`config.mk`:
```
export PLATFORM = sky130hd
export DESIGN_NAME = sertx_top
export DESIGN_NICKNAME = d
export VERILOG_FILES = /design/src/rtl/sertx_pkg.sv /design/src/rtl/sertx_fifo.sv /design/src/rtl/sertx_shifter.sv /design/src/rtl/sertx_irq.sv /design/src/rtl/sertx_top.sv
export SDC_FILE = /design/constraint.sdc
export NUM_CORES = 1
export LEC_CHECK = 0
export BUFFER_PORTS_ARGS = -buffer_cell sky130_fd_sc_hd__buf_2
export CAP_MARGIN = 20
export CELL_PAD_IN_SITES_DETAIL_PLACEMENT = 0
export CELL_PAD_IN_SITES_GLOBAL_PLACEMENT = 1
export CORE_ASPECT_RATIO = 1.2
export CORE_MARGIN = 4
export CORE_UTILIZATION = 45
export CTS_BUF_LIST = sky130_fd_sc_hd__clkbuf_4 sky130_fd_sc_hd__clkbuf_8
export DETAILED_ROUTE_END_ITERATION = 7
export MAX_ROUTING_LAYER = met4
export PLACE_DENSITY_LB_ADDON = 0.1
export REMOVE_ABC_BUFFERS = 1
export SLEW_MARGIN = 30
export SYNTH_ARGS = -nofsm -noshare
export SYNTH_HDL_FRONTEND = slang
export SYNTH_SLANG_ARGS = --single-unit
```
`constraint.sdc`:
```
create_clock -name clk -period 3.6 [get_ports clk]
set_clock_uncertainty 0.05 [all_clocks]
set_input_delay 1.08 -clock clk [delete_from_list [all_inputs] [get_ports clk]]
set_output_delay 1.08 -clock clk [all_outputs]
set_load 0.005 [all_outputs]
```
`src/rtl/sertx_pkg.sv`:
```
package sertx_pkg;

    localparam int OVS       = 16;
    localparam int FRAME_MAX = 12;
    localparam int FLEN_W    = 4;
    localparam int BYTE_W    = 8;

    typedef struct packed {
        logic [1:0] len_code;
        logic       par_en;
        logic       par_odd;
        logic       two_stop;
    } frame_cfg_t;

    typedef struct packed {
        logic [FRAME_MAX-1:0] bits;
        logic [FLEN_W-1:0]    len;
    } frame_t;

    // Threshold in entries for each select code
    function automatic int unsigned trig_level(input logic [1:0] sel);
        case (sel)
            2'd0:    return 1;
            2'd1:    return 4;
            2'd2:    return 8;
            default: return 14;
        endcase
    endfunction

    // Whole frame, bit 0 first on the line; unused upper bits are idle ones
    function automatic frame_t build_frame(input frame_cfg_t cfg, input logic [BYTE_W-1:0] data);
        frame_t f;
        int     nd;
        logic   par;
        nd     = 5 + int'(cfg.len_code);
        f.bits = '1;
        f.bits[0] = 1'b0;
        par    = cfg.par_odd;
        for (int i = 0; i < BYTE_W; i++) begin
            if (i < nd) begin
                f.bits[1+i] = data[i];
                par         = par ^ data[i];
            end
        end
        if (cfg.par_en) f.bits[1+nd] = par;
        f.len = FLEN_W'(2 + nd + (cfg.par_en ? 1 : 0) + (cfg.two_stop ? 1 : 0));
        return f;
    endfunction

endpackage

```
`src/rtl/sertx_fifo.sv`:
```
module sertx_fifo #(
    parameter  int DEPTH = 16,
    parameter  int W     = 8,
    localparam int AW    = $clog2(DEPTH),
    localparam int CW    = $clog2(DEPTH + 1)
) (
    input  logic          clk,
    input  logic          rst,
    input  logic          push,
    input  logic [W-1:0]  din,
    input  logic          pop,
    input  logic          cap_one,
    output logic [W-1:0]  dout,
    output logic [CW-1:0] count,
    output logic          empty
);

    logic [W-1:0]  mem [DEPTH];
    logic [AW-1:0] wptr, rptr;
    logic          full, do_push, do_pop;

    function automatic logic [AW-1:0] bump(input logic [AW-1:0] p);
        return (p == AW'(DEPTH - 1)) ? '0 : p + AW'(1);
    endfunction

    assign empty   = (count == '0);
    assign full    = cap_one ? !empty : (count == CW'(DEPTH));
    assign do_push = push && !full;
    assign do_pop  = pop && !empty;
    assign dout    = mem[rptr];

    always_ff @(posedge clk) begin
        if (rst) begin
            wptr  <= '0;
            rptr  <= '0;
            count <= '0;
        end else begin
            if (do_push) wptr <= bump(wptr);
            if (do_pop)  rptr <= bump(rptr);
            case ({do_push, do_pop})
                2'b10:   count <= count + CW'(1);
                2'b01:   count <= count - CW'(1);
                default: count <= count;
            endcase
        end
    end

    always_ff @(posedge clk) begin
        if (do_push) mem[wptr] <= din;
    end

endmodule

```
`src/rtl/sertx_shifter.sv`:
```
module sertx_shifter
    import sertx_pkg::*;
#(
    parameter  int OVS_N = OVS,
    localparam int TW    = $clog2(OVS_N)
) (
    input  logic              clk,
    input  logic              rst,
    input  logic              tick,
    input  logic              avail,
    input  logic [BYTE_W-1:0] data,
    input  frame_cfg_t        cfg,
    output logic              take,
    output logic              busy,
    output logic              txd
);

    logic [FRAME_MAX-1:0] sh;
    logic [FLEN_W-1:0]    left;
    logic [TW-1:0]        tcnt;
    frame_t               nf;

    assign nf   = build_frame(cfg, data);
    assign take = !busy && avail;
    assign txd  = (busy && !rst) ? sh[0] : 1'b1;

    always_ff @(posedge clk) begin
        if (rst) begin
            busy <= 1'b0;
            sh   <= '1;
            left <= '0;
            tcnt <= '0;
        end else if (take) begin
            busy <= 1'b1;
            sh   <= nf.bits;
            left <= nf.len;
            tcnt <= '0;
        end else if (busy && tick) begin
            if (tcnt == TW'(OVS_N - 1)) begin
                tcnt <= '0;
                sh   <= {1'b1, sh[FRAME_MAX-1:1]};
                left <= left - FLEN_W'(1);
                if (left == FLEN_W'(1)) busy <= 1'b0;
            end else begin
                tcnt <= tcnt + TW'(1);
            end
        end
    end

endmodule

```
`src/rtl/sertx_irq.sv`:
```
module sertx_irq
    import sertx_pkg::*;
#(
    parameter int CW = 5
) (
    input  logic [CW-1:0] fill,
    input  logic          fifo_mode,
    input  logic [1:0]    trig_sel,
    input  logic          irq_en,
    output logic          irq
);

    logic [CW-1:0] thr;

    assign thr = fifo_mode ? CW'(trig_level(trig_sel)) : CW'(1);
    assign irq = irq_en && (fill < thr);

endmodule

```
`src/rtl/sertx_top.sv`:
```
module sertx_top
    import sertx_pkg::*;
#(
    parameter  int DEPTH = 16,
    localparam int CW    = $clog2(DEPTH + 1)
) (
    input  logic              clk,
    input  logic              rst,
    input  logic              tick16,
    input  logic              wr_en,
    input  logic [BYTE_W-1:0] wr_data,
    input  logic              fifo_mode,
    input  logic [1:0]        trig_sel,
    input  logic              irq_en,
    input  logic [1:0]        data_bits,
    input  logic              parity_en,
    input  logic              parity_odd,
    input  logic              two_stop,
    output logic              tx,
    output logic              hold_empty,
    output logic              tx_empty,
    output logic              irq
);

    frame_cfg_t        cfg;
    logic [BYTE_W-1:0] head;
    logic [CW-1:0]     fill;
    logic              q_empty, take, busy;

    assign cfg = '{len_code: data_bits, par_en: parity_en,
                   par_odd: parity_odd, two_stop: two_stop};

    sertx_fifo #(.DEPTH(DEPTH), .W(BYTE_W)) u_fifo (
        .clk(clk), .rst(rst), .push(wr_en), .din(wr_data), .pop(take),
        .cap_one(!fifo_mode), .dout(head), .count(fill), .empty(q_empty)
    );

    sertx_shifter #(.OVS_N(OVS)) u_shift (
        .clk(clk), .rst(rst), .tick(tick16), .avail(!q_empty), .data(head),
        .cfg(cfg), .take(take), .busy(busy), .txd(tx)
    );

    sertx_irq #(.CW(CW)) u_irq (
        .fill(fill), .fifo_mode(fifo_mode), .trig_sel(trig_sel),
        .irq_en(irq_en), .irq(irq)
    );

    assign hold_empty = q_empty;
    assign tx_empty   = q_empty && !busy;

endmodule

```
======== Word level (Yosys, flattened, before mapping) ========
Memory sizes are Yosys's and may differ from the RTL's. A register that Yosys moved wholly into a read port is not among the register bits.
Cells that the tools add are included.
storage, ports and cells
  memory bits (writable) .................. 128
  register bits after elaboration ......... 34
  memories ................................ 1
cells by class
  eq/ne operators ......................... 9
  mux-type cells .......................... 44
  bitwise operators ....................... 8
  reductions and logical operators ........ 21
  add/subtract/negate cells ............... 11
  $lt $le $gt $ge ......................... 11
memories
  memory      depth  bits a word  read ports  clocked after Yosys merged registers in  write ports  RTL line          RTL
  u_fifo.mem  16     8            1           1                                        1            sertx_fifo.sv:18  logic [W-1:0] mem [DEPTH];
operator list
  operator                                                      count
  less-than comparator 4 x 32 -> 1 bit (first input constant)   4
  less-than comparator 3 x 32 -> 1 bit (first input constant)   2
  2-to-1 mux 12 bit                                             4
  2-to-1 mux 4 bit                                              9
  adder 2 x 32 -> 32 bit (first input constant)                 1
  >= comparator 32 x 1 -> 1 bit (second input constant)         1
  less-than comparator 1 x 32 -> 1 bit (first input constant)   1
  less-than comparator 2 x 32 -> 1 bit (first input constant)   1
  less-than comparator 32 x 6 -> 1 bit (second input constant)  1
  2-to-1 mux 1 bit                                              27
  adder 4 x 1 -> 4 bit (second input constant)                  3
  bitwise mux 12 bit                                            1
  equality test 4 bit (second input constant)                   3
  case mux 4 bit (3 select lines)                               1
  case mux 5 bit (2 select lines)                               1
  adder 4 bit                                                   2
  logical AND 1 bit                                             8
  nonzero test 2 bit                                            4
  XOR 1 bit                                                     8
  adder 5 x 1 -> 5 bit (second input constant)                  1
  equality test 5 bit (second input constant)                   1
  zero test 5 bit                                               1
  less-than comparator 5 bit                                    1
  subtractor 5 x 1 -> 5 bit (second input constant)             1
  other kinds (12)                                              17

======== Longest topological paths before layout ========
Gate-level depths: netlist (run 1).
  depth after elaboration ................. 20
  depth in mapped cells ................... 15
  gate-level depth less buffers ........... 14

======== By module ========
Synthesis (run 1) repeated with hierarchy kept, for this count alone.
second synthesis, totals
  cell total of the unflattened synthesis .. 483
  area total of the unflattened synthesis .. 7327.0 um^2
modules (own cells, without submodules)
  module         seq. area each (um^2)  cells each  instances  area an instance (um^2)
  sertx_fifo     4184.0                 307         1          5849.4
  sertx_shifter  420.4                  160         1          1356.3
  sertx_irq      0.0                    13          1          100.1
  sertx_top      0.0                    3           1          21.3

======== Worst setup path before layout (run 1) ========
OpenSTA, ideal clock, no wires.
  path kind ............................... register -> register
  start ................................... reg u_fifo.count[0]
  end ..................................... reg u_fifo.count[4]
  clock period less this slack ............ 3248 ps
  arrival time ............................ 3127 ps
  data required time ...................... 3480 ps
  library setup time ...................... 70 ps
  path slack .............................. 352 ps
  cell stages (with the launch flop) ...... 16
  path through ............................ dfxtp_1 or4_1 nor2_1 or2_2 clkbuf_1 clkinv_1 clkbuf_1 ha_1 inv_1 fa_1 inv_1 a21o_1 a21oi_1 xnor2_1 or3_1 a21oi_1
between the ends
  elaborated cells between the ends (all ways) .. 14
  classes of those cells .................. add/sub: 2; eq/ne: 3; mux: 2; reduce/logical: 7
RTL lines
  element                                                                RTL line             RTL
  start, declared                                                        sertx_fifo.sv:14     output logic [CW-1:0] count,
  start signal, assigned                                                 sertx_fifo.sv:41     2'b10: count <= count + CW'(1);
  start signal, assigned                                                 sertx_fifo.sv:42     2'b01: count <= count - CW'(1);
  start signal, assigned                                                 sertx_fifo.sv:43     default: count <= count;
  zero test 5 bit *                                                      sertx_fifo.sv:26     assign empty = (count == '0);
  via hold_empty                                                         sertx_top.sv:20      output logic hold_empty,
  zero test 1 bit *                                                      sertx_top.sv:39      .clk(clk), .rst(rst), .tick(tick16), .avail(!q_empty), .data(head),
  logical AND 1 bit *                                                    sertx_shifter.sv:24  assign take = !busy && avail;
  via take                                                               sertx_top.sv:28      logic q_empty, take, busy;
  logical AND 1 bit *                                                    sertx_fifo.sv:29     assign do_pop = pop && !empty;
  equality test 2 x 1 -> 1 bit or equality test 2 bit (tied branches)    sertx_fifo.sv:40     case ({do_push, do_pop})
  case mux 5 bit (2 select lines) or nonzero test 2 bit (tied branches)  n/a
Mark *: on every way through the listed nets, which the timed path passes. The rest lies on a longest branch.
A chain may end at the register's enable or synchronous reset.

======== Final worst setup path (run 1) ========
  start ................................... in fifo_mode
  end ..................................... out irq
between the ends
  word-level cells in the longest chain between the ends .. 3
ends and longest elaborated chain
  element                     RTL line         RTL
  start, declared             sertx_top.sv:12  input logic fifo_mode,
  2-to-1 mux 4 bit            sertx_irq.sv:15  assign thr = fifo_mode ? CW'(trig_level(trig_sel)) : CW'(1);
  less-than comparator 5 bit  sertx_irq.sv:16  assign irq = irq_en && (fill < thr);
  logical AND 1 bit           sertx_irq.sv:16
  end, declared               sertx_top.sv:22  output logic irq
Every way passes these cells.

==> results of run 1 <==
layer usage:
layer  GRT usage  wire length [um]
met1       0.213              6140
met2       0.291              7500
met3      0.0473               645
met4      0.0543               266
met5           -                 0
cells in the final DEF (no fill, tap or decap), types with 4 or more instances in the layout:
master	n
clkinv_4	5
nor3_1	7
buf_2	24
buf_4	27
a21oi_1	20
mux2i_1	15
inv_1	15
o21ai_0	13
nand2_1	36
edfxtp_1	128
clkbuf_8	17
nor2b_1	5
xor2_1	11
mux2_2	4
dfxtp_1	37
nor2_1	40
ha_1	26
mux4_2	33
nand2b_1	5
xnor2_1	11
nand3_1	11
a31oi_1	5
a211oi_1	5
o21ai_1	4
and3_1	4
worst min path at each step:
stage	to	slack, ps
after floorplan	u_shift.sh[0]$_SDFFE_PP1P_	380
after global placement	u_shift.sh[0]$_SDFFE_PP1P_	410
after detailed placement	u_shift.sh[0]$_SDFFE_PP1P_	410
after CTS	u_shift.sh[9]$_SDFFE_PP1P_	430
after global routing	u_shift.sh[9]$_SDFFE_PP1P_	460
final	u_shift.sh[9]$_SDFFE_PP1P_	420
area by class of cell:
cell class	instances	area, um2
Clock buffer	19	249
Clock inverter	13	124
Fill cell	1343	7650
Inverter	16	60.1
Multi-Input combinational cell	290	2530
Sequential cell	166	4610
Tap cell	208	260
Timing Repair Buffer	52	343
logic make-up (layout without fill, tap and decap cells):
kind of cell	after synthesis	in the layout
muxes	55	55
adders and majority gates	28	28
xor gates and xnor gates	24	24
buffers and inverters	45	100
and+or+nand+nor	122	122
AOI/OAI and AO/OA	61	61
DFF	166	166
synthesized netlist by cell type (2+ instances only):
| cell type | n |
|---|---|
| edfxtp_1 | 128 |
| nor2_1 | 40 |
| dfxtp_1 | 38 |
| nand2_1 | 36 |
| mux4_2 | 33 |
| ha_1 | 26 |
| a21oi_1 | 20 |
| clkbuf_1 | 17 |
| inv_1 | 15 |
| mux2i_1 | 15 |
| o21ai_0 | 13 |
| nand3_1 | 11 |
| xnor2_1 | 11 |
| xor2_1 | 11 |
| nor3_1 | 7 |
| buf_2 | 6 |
| a211oi_1 | 5 |
| a31oi_1 | 5 |
| buf_6 | 5 |
| nand2b_1 | 5 |
| nor2b_1 | 5 |
| and3_1 | 4 |
| mux2_2 | 4 |
| o21ai_1 | 4 |
| a221oi_1 | 3 |
| nor4_1 | 3 |
| or3_1 | 3 |
| a2111oi_0 | 2 |
| a21o_1 | 2 |
| fa_1 | 2 |
| mux2i_4 | 2 |
| nand3b_1 | 2 |
per-stage QoR:
| stage | setup slack [ps] | TNS [ps] | utilization | power [mW] | cell area (um2) |
|---|---|---|---|---|---|
| finish | 377 | 0 | 0.517 | 5.59 | 8180 |
| CTS | 323 | 0 | 0.517 | 5.67 | 8180 |
| detailed placement | 279 | 0 | 0.493 | 4.40 | 7800 |
| global route | 166 | 0 | 0.517 | 5.98 | 8180 |
| global placement | 337 | 0 | 0.493 | 4.38 | 7800 |
| floorplan | -133 | -133 | - | 3.85 | 7200 |
power breakdown:
group	internal [mW]	switching, mW	total [mW]
Sequential	2.25	0.146	2.39
Clock	0.569	0.686	1.25
Combinational	0.903	1.04	1.95
Total	3.72	1.88	5.59
registers in the layout (all words and copies together) (netlist names), named ones only:
signal        cells
u_fifo.wptr       4
u_shift.tcnt      4
u_fifo.rptr       4
u_fifo.mem      128
u_shift.busy      1
u_fifo.count      5
u_shift.left      4
u_shift.sh       12
worst reg2reg max path: cells and delay by family (launching register included):
| kind | cells | cell delay [ps] |
|---|---|---|
| XOR/XNOR | 3 | 650 |
| AO/OA/AOI/OAI | 1 | 210 |
| multiplexers | 2 | 1080 |
| AND/OR/NAND/NOR | 2 | 510 |
| flip-flops | 1 | 620 |
==> metrics.txt, run 1 <==
post-synth top area cell edfxtp_1; total gr overflow 0; Fmax 0.310 GHz; endpoints failing setup 0; Row Count 50; total CTS buffers 17; Initial DRC Count 365; required time of the critical path 2470 ps; post-CTS setup buffers 0; first-pass GRT wire length 23.7 mm; largest family of logic cells by synthesized area multiplexers; crit share post-route 0.895; Worst Setup SP fifo_mode; PostCTS Resize Cnt 0; GR Util All Layers 0.176; Area contributors post-synth edfxtp_1, dfxtp_1, mux4_2; CP Data Arrival Time 2090 ps; ys flop type edfxtp_1; critical path's slowest cell ha_1; worst r2r dst u_shift.sh[4]$_SDFFE_PP1P_; port buffer count 24; Post-Synth Adder-Cell Area 0.0497; Lkg Pwr 2.80 nW; CP Max Fanout 4; clock tree root buffer cell clkbuf_8; cell family with the largest share of critical-path delay simple AND/OR/NAND/NOR gates; crit start category input pin; die area 18500 um2; Cell Area, Synth 7350 um2; Worst Setup EP irq; core area 15800 um2; Die W 125 um; # H-tree levels 4; total wire length 14.6 mm; I/O pin total 25; top cell type's share of synthesized area 0.523; post-synthesis mux area share 0.136; Final min period 3220 ps; CTS tree done; Worst-Margin Slew 631 ps; worst hold slack 423 ps; number of flops mapped to enable cells by yosys 128; slowest stage delay, CP 280 ps; Wirelength per Cell 19.0 um; crit end category output port; Post-DRT Antenna Nets 0; FFs w/ async S/R, synth 0; synth warn 0; Pins Over Slew Limit 0; chip height 148 um; Buf+Inv Stages, Crit Path 2; dpl hpwl 9.88 mm; Hold Path Class flip-flop to flip-flop; nets 592; Bufs on Longest Clock Path 2; Synth-to-Final Area Change 11.2%; Clk Latency, worst-skew pair 450 ps; register bit count reported by yosys 166; status complete, no violations; Setup Crit Path Kind input pin to output port; Cell Pwr Density 684 nW/um2; complex-gate fraction of the synthesized area 0.0502; Hold Vio Cnt, Final 0; hold_sp u_shift.sh[9]$_SDFFE_PP1P_; Vias per Instance 5.36; share of layout cells above drive strength 1 0.228; ant diodes 0; vias in the first global route 4235; hold depth 2; dpl cells 732; vias post-DR 4092; Hold Buf Count CTS 0; Clock transition at path regs 90 ps; Syn Inst Count 501; Initial DRT Pass Iterations 4; Netlist cell types 50; RSZ-0062 raised after global routing no; initial antenna violation count 0; # Max-Cap Violations 0; xor/xnor share of the synthesized area 0.0332; CP dominant cell by count buf_2; slew margin rel. 0.579; syn avg cell area 14.7 um2; Initial Util 0.465; CP Depth 8; gp weighted congestion 0.766; R2R setup slack 380 ps; Non-Filler Instances 764; pin count of the biggest net entering global routing 36; CTS Sinks 166; crit path cell chain buf_2 > nand3_1 > ha_1 > a21oi_1 > nor2b_1 > o21ai_0 > and3_1 > buf_2; register area share after synthesis 0.626; DRC 0; simple-gate share of the synthesized area 0.0761; Max VDD drop 300 uV; Worst R2R Path Depth 8
No activity file was read; power rests on OpenSTA's default activity.
==> run 2: changes to the inputs <==
--- a/config.mk
+++ b/config.mk
@@ -5,6 +5,7 @@
 export SDC_FILE = /design/constraint.sdc
 export NUM_CORES = 1
 export LEC_CHECK = 0
+export ABC_AREA = 1
 export BUFFER_PORTS_ARGS = -buffer_cell sky130_fd_sc_hd__buf_2
 export CAP_MARGIN = 20
 export CELL_PAD_IN_SITES_DETAIL_PLACEMENT = 0
@@ -17,6 +18,7 @@
 export MAX_ROUTING_LAYER = met4
 export PLACE_DENSITY_LB_ADDON = 0.1
 export REMOVE_ABC_BUFFERS = 1
+export SETUP_SLACK_MARGIN = 0.1
 export SLEW_MARGIN = 30
 export SYNTH_ARGS = -nofsm -noshare
 export SYNTH_HDL_FRONTEND = slang
==> metrics.txt, run 2 <==
status complete, no violations; Initial DRC Count 446 (+22%); Clock transition at path regs 80 ps (about the same); setup TNS 0 ps (unchanged); most common cell after layout, fill and taps aside nand2_1; most common cell in the netlist nand2_1; total CTS buffers 17 (unchanged); total gr overflow 0 (unchanged); port buffer count 24 (unchanged); CTS Sinks 166 (unchanged); Cell Area, Synth 7630 um2 (+3.8%); dpl hpwl 11.8 mm (+19%); RSZ-0062 raised after global routing no; DRT met1 WL 7.61 mm (+24%); met3 wire len 665 um (+3.1%); register area share after synthesis 0.603 (-0.0230); complex-gate fraction of the synthesized area 0.0447 (-0.00545); pin count of the biggest net entering global routing 67 (+86%); Area contributors post-synth edfxtp_1, nand2_1, dfxtp_1; crit end category output port; endpoints failing setup 0 (unchanged); Largest Register u_fifo.mem; vias in the first global route 5537 (+31%); slew margin rel. 0.490 (-0.0895); number of flops mapped to enable cells by yosys 128 (unchanged); R2R setup slack 780 ps (+400 ps); Reg-to-Reg Start u_fifo.count[1]$_SDFFE_PP0P_; syn avg cell area 9.54 um2 (-35%); Synth-to-Final Area Change 11.1% (about the same); core area 16500 um2 (+4.0%); Post-synth top cells nand2_1, edfxtp_1, nand3_1; final setup margin 447 ps (+69.4 ps); # Max-Cap Violations 0 (unchanged); PostCTS Resize Cnt 0 (unchanged); crit start category input pin; die area 19100 um2 (+3.6%); register bit count reported by yosys 166 (unchanged); # H-tree levels 4 (unchanged); I/O pin total 25 (unchanged); slowest stage delay, CP 280 ps (about the same); initial antenna violation count 0 (unchanged); Bufs on Longest Clock Path 2 (unchanged); post-CTS setup buffers 0 (unchanged); Row Count 51 (+2.0%); Netlist cell types 34 (-32%); Place WS 456 ps (+177 ps); DRC 0 (unchanged); routed wl met2 9.02 mm (+20%); ys flop type edfxtp_1; clock tree root buffer cell clkbuf_8; Max VDD drop 344 uV (+15%); Pins Over Slew Limit 0 (unchanged); Filler cells 1531 (+14%); Vias per Instance 5.16 (-3.7%); most frequent cells in the layout nand2_1, edfxtp_1, nand3_1; Worst-Margin Slew 765 ps (+133 ps); xor/xnor share of the synthesized area 0.0103 (-0.0229); Fmax 0.317 GHz (+2.2%); required time of the critical path 2470 ps (about the same); total wire length 17.8 mm (+22%); share of layout cells above drive strength 1 0.102 (-0.126); vias post-DR 5480 (+34%); Clk Latency, worst-skew pair 460 ps (about the same); max reg flops 128 (unchanged); hold_sp u_shift.sh[3]$_SDFFE_PP1P_; Post-DRT Antenna Nets 0 (unchanged); Final Util 0.515 (-0.00125); chip height 151 um (+1.8%); worst r2r dst u_fifo.count[4]$_SDFFE_PP0P_; Max Used Layer met4; simple-gate share of the synthesized area 0.230 (+0.154); Lkg Pwr 3.51 nW (+26%); crit share post-route 0.876 (-0.0193); Worst R2R Path Depth 14 (+6); CP Max Fanout 4 (unchanged); gp weighted congestion 0.836 (+9.1%); GR Util All Layers 0.201 (+0.0245); nets 887 (+50%); Worst Hold Endpoint u_shift.sh[3]$_SDFFE_PP1P_; Hold Path Class flip-flop to flip-flop; top flop regs u_fifo.mem (128), u_shift.sh (12), u_fifo.count (5); Post-Synth Adder-Cell Area 0.0479 (-0.00182); critical path's slowest cell ha_1; ant diodes 0 (unchanged); CP Data Arrival Time 2020 ps (-70 ps); synth warn 0 (unchanged); CTS tree done; Initial Util 0.464 (-0.000913); first-pass GRT wire length 28.6 mm (+21%); Wirelength per Cell 16.7 um (-12%); Initial DRT Pass Iterations 5 (+1); Syn Inst Count 800 (+60%); hold depth 2 (unchanged); post-synth top area cell edfxtp_1; Final min period 3150 ps (-69.4 ps); top cell type's share of synthesized area 0.504 (-0.0192); Cell Pwr Density 716 nW/um2 (+4.7%); Hold Buf Count CTS 0 (unchanged); Hold Vio Cnt, Final 0 (unchanged); Die W 127 um (+1.8%); Setup Crit Path Kind input pin to output port; post-synthesis mux area share 0 (-0.136); largest family of logic cells by synthesized area simple AND/OR/NAND/NOR gates; FFs w/ async S/R, synth 0 (unchanged); crit path cell chain buf_2 > nand3_1 > ha_1 > a21oi_1 > o21bai_1 > a21oi_1 > buf_2
## run 2: routing by layer
| layer | track usage | vias up |
|---|---|---|
| met3 | 0.0319 | 33 |
| met2 | 0.355 | 105 |
| met1 | 0.228 | 2621 |
| met4 | 0.0778 | 0 |
| li1 | - | 2721 |
| met5 | - | - |
## run 2: cells by family (layout without fill, tap and decap cells)
logic type	Yosys count	after routing
flops	166	166
xor+xnor	9	9
fa+ha+maj	28	28
simple gates	418	418
buf+inv	118	169
compound gates	61	61
## run 2: final cells by class
cell class / instances / area (um2) / area share
clock buffers: 18 / 241 / 0.0285
clock inverters: 14 / 184 / 0.0217
inverters: 90 / 338 / 0.0398
multi-input cells: 516 / 2540 / 0.300
flip-flops and latches: 166 / 4610 / 0.543
well taps: 212 / 265 / 0.0313
repair buffers: 47 / 305 / 0.0360
## run 2: power breakdown
part           leakage, nW  internal (mW)  total, mW  switching, mW
combinational         1.84          0.722       2.29           1.57
sequential            1.47           2.25       2.36          0.110
clock                0.211          0.757       1.43          0.670
total                 3.51           3.73       6.07           2.35
## run 2: worst max-delay path, delay by kind of cell
kind	cells	cell delay (ps)
buf+inv	2	240
compound gates	3	340
simple gates	1	80
fa+ha+maj	1	280
## run 2: how the worst max path moves through the flow
stage | endpoint | from | slack, ps | cells after the start
2_1_floorplan | u_shift.sh[6]$_SDFFE_PP1P_ | flip-flop | 180 | 17
3_3_place_gp | irq | fifo_mode | 480 | 7
3_5_place_dp | irq | fifo_mode | 460 | 7
4_1_cts | irq | fifo_mode | 460 | 7
5_1_grt | irq | fifo_mode | 320 | 7
6_report | irq | fifo_mode | 450 | 7
## run 2: per-stage QoR
step | instance area, um2 | std cells | power, mW | hold slack, ps
after CTS | 8480 | 1063 | 6.13 | 435
after global placement | 8060 | 1031 | 4.64 | 403
after floorplan | 7490 | 772 | 3.94 | 384
final | 8480 | 1063 | 6.07 | 433
after detailed placement | 8060 | 1031 | 4.72 | 415
after global routing | 8480 | 1063 | 6.51 | 458
==> run 3: changes to the inputs <==
--- a/config.mk
+++ b/config.mk
@@ -15,6 +15,7 @@
 export CORE_UTILIZATION = 45
 export CTS_BUF_LIST = sky130_fd_sc_hd__clkbuf_4 sky130_fd_sc_hd__clkbuf_8
 export DETAILED_ROUTE_END_ITERATION = 7
+export GPL_TIMING_DRIVEN = 0
 export MAX_ROUTING_LAYER = met4
 export PLACE_DENSITY_LB_ADDON = 0.1
 export REMOVE_ABC_BUFFERS = 1
==> metrics.txt, run 3 (synthesis gave the netlist of run 2 again) <==
GR Util All Layers 0.197 (-0.00363); Hold Vio Cnt, Final 0 (unchanged); status complete, no violations; Row Count 51 (unchanged); Vias per Instance 5.15 (about the same); Final Util 0.506 (-0.00942); initial antenna violation count 0 (unchanged); pin count of the biggest net entering global routing 63 (-6.0%); Initial Util 0.464 (unchanged); setup TNS 0 ps (unchanged); core area 16500 um2 (unchanged); Worst R2R Path Depth 19 (+5); final setup margin 470 ps (+23.8 ps); Clock transition at path regs 70 ps (about the same); Bufs on Longest Clock Path 2 (unchanged); Worst-Margin Slew 975 ps (+210 ps); clock tree root buffer cell clkbuf_8; # Max-Cap Violations 0 (unchanged); vias post-DR 5369 (-2.0%); total gr overflow 0 (unchanged); Fmax 0.320 GHz (+0.76%); Worst Hold Endpoint u_shift.tcnt[1]$_SDFFE_PP0P_; Pins Over Slew Limit 0 (unchanged); Initial DRC Count 361 (-19%); chip height 151 um (unchanged); Clk Latency, worst-skew pair 450 ps (about the same); CP Data Arrival Time 2000 ps (-20 ps); share of layout cells above drive strength 1 0.0904 (-0.0119); Filler cells 1566 (+2.3%); total CTS buffers 17 (unchanged); slowest stage delay, CP 280 ps (about the same); critical path's slowest cell ha_1; hold depth 2 (unchanged); total wire length 17.4 mm (-2.2%); port buffer count 24 (unchanged); Pwr Total 5.92 mW (-2.5%); crit path cell chain buf_2 > nand3_1 > ha_1 > a21oi_1 > o21bai_1 > a21oi_1 > buf_2; cell family with the largest share of critical-path delay compound AO/OA/AOI/OAI gates; crit end category output port; Largest Register u_fifo.mem; CP Max Fanout 4 (unchanged); R2R setup slack 560 ps (-220 ps); ant diodes 0 (unchanged); Post-DP Area 7920 um2 (-1.7%); Place WS 83.8 ps (-372 ps); first-pass GRT wire length 27.9 mm (-2.5%); die area 19100 um2 (unchanged); Synth-to-Final Area Change 9.11%; Max VDD drop 421 uV (+23%); nets 866 (-2.4%); # H-tree levels 4 (unchanged); Die W 127 um (unchanged); Initial DRT Pass Iterations 7 (+2); final instance area 8330 um2 (-1.8%); Post-DRT Antenna Nets 0 (unchanged); max reg flops 128 (unchanged); required time of the critical path 2470 ps (about the same); worst r2r dst u_shift.sh[6]$_SDFFE_PP1P_; RSZ-0062 raised after global routing no; dpl hpwl 11.5 mm (-2.1%); top flop regs u_fifo.mem (128), u_shift.sh (12), u_fifo.count (5); post-CTS setup buffers 0 (unchanged); most common cell after layout, fill and taps aside nand2_1; Lkg Pwr 3.39 nW (-3.4%); endpoints failing setup 0 (unchanged); Wirelength per Cell 16.7 um (-0.18%); most frequent cells in the layout nand2_1, edfxtp_1, nand3_1; hold_sp u_shift.tcnt[1]$_SDFFE_PP0P_; gp weighted congestion 0.841 (+0.59%); CTS Sinks 166 (unchanged); Hold Path Class flip-flop to flip-flop; Final min period 3130 ps (-23.8 ps); Cell Pwr Density 711 nW/um2 (-0.65%); vias in the first global route 5324 (-3.8%); crit share post-route 0.869 (-0.00660); Buf+Inv Stages, Crit Path 2 (unchanged); CTS tree done; I/O pin total 25 (unchanged); crit start category input pin; slew margin rel. 0.347 (-0.142); DRC 0 (unchanged); Setup Crit Path Kind input pin to output port
[run 3: repair_timing]
item	4_1_cts	5_1_grt
hold buffers	0	0
resized for setup	1	2
endpoints found under the setup margin	1	6
[run 3: layout make-up]
type,instances,area (um2),area share
clock buffer,22,284,0.0341
clock inverter,10,106,0.0128
inverter,90,340,0.0409
multi-input combinational,516,2560,0.308
sequential,166,4610,0.554
tap,212,265,0.0318
timing repair buffer,26,160,0.0192
[run 3: worst min-delay path: stages (launching register included)]
cell,delay [ps]
dfxtp_1,330
nand2_1,70
a21oi_1,50
[run 3: metrics by stage]
stage               hold WS [ps]  std cells
floorplan                    384        772
global placement             402       1008
detailed placement           415       1010
CTS                          437       1042
global route                 459       1042
finish                       438       1042
[run 3: per-layer routing]
layer / up-vias / share of wire / GRT usage
met5: - / 0 / -
met4: 0 / 0.023 / 0.0815
met3: 27 / 0.036 / 0.0319
met2: 96 / 0.52 / 0.338
met1: 2566 / 0.42 / 0.231
li1: 2680 / - / -
[run 3: how the worst max path moves through the flow]
stage,start,end,cells after the start
6_report,fifo_mode,irq,7
5_1_grt,flip-flop,u_shift.sh[11]$_SDFFE_PP1P_,17
4_1_cts,flip-flop,u_shift.sh[9]$_SDFFE_PP1P_,13
3_5_place_dp,u_fifo.count[1]$_SDFFE_PP0P_,u_fifo.count[4]$_SDFFE_PP0P_,14
3_3_place_gp,flip-flop,u_shift.sh[9]$_SDFFE_PP1P_,15
2_1_floorplan,flip-flop,u_shift.sh[6]$_SDFFE_PP1P_,17
[run 3: power breakdown]
group | switching (mW) | total (mW) | internal, mW
clock network | 0.650 | 1.32 | 0.668
logic | 1.46 | 2.16 | 0.704
registers | 0.189 | 2.44 | 2.25
total | 2.30 | 5.92 | 3.62
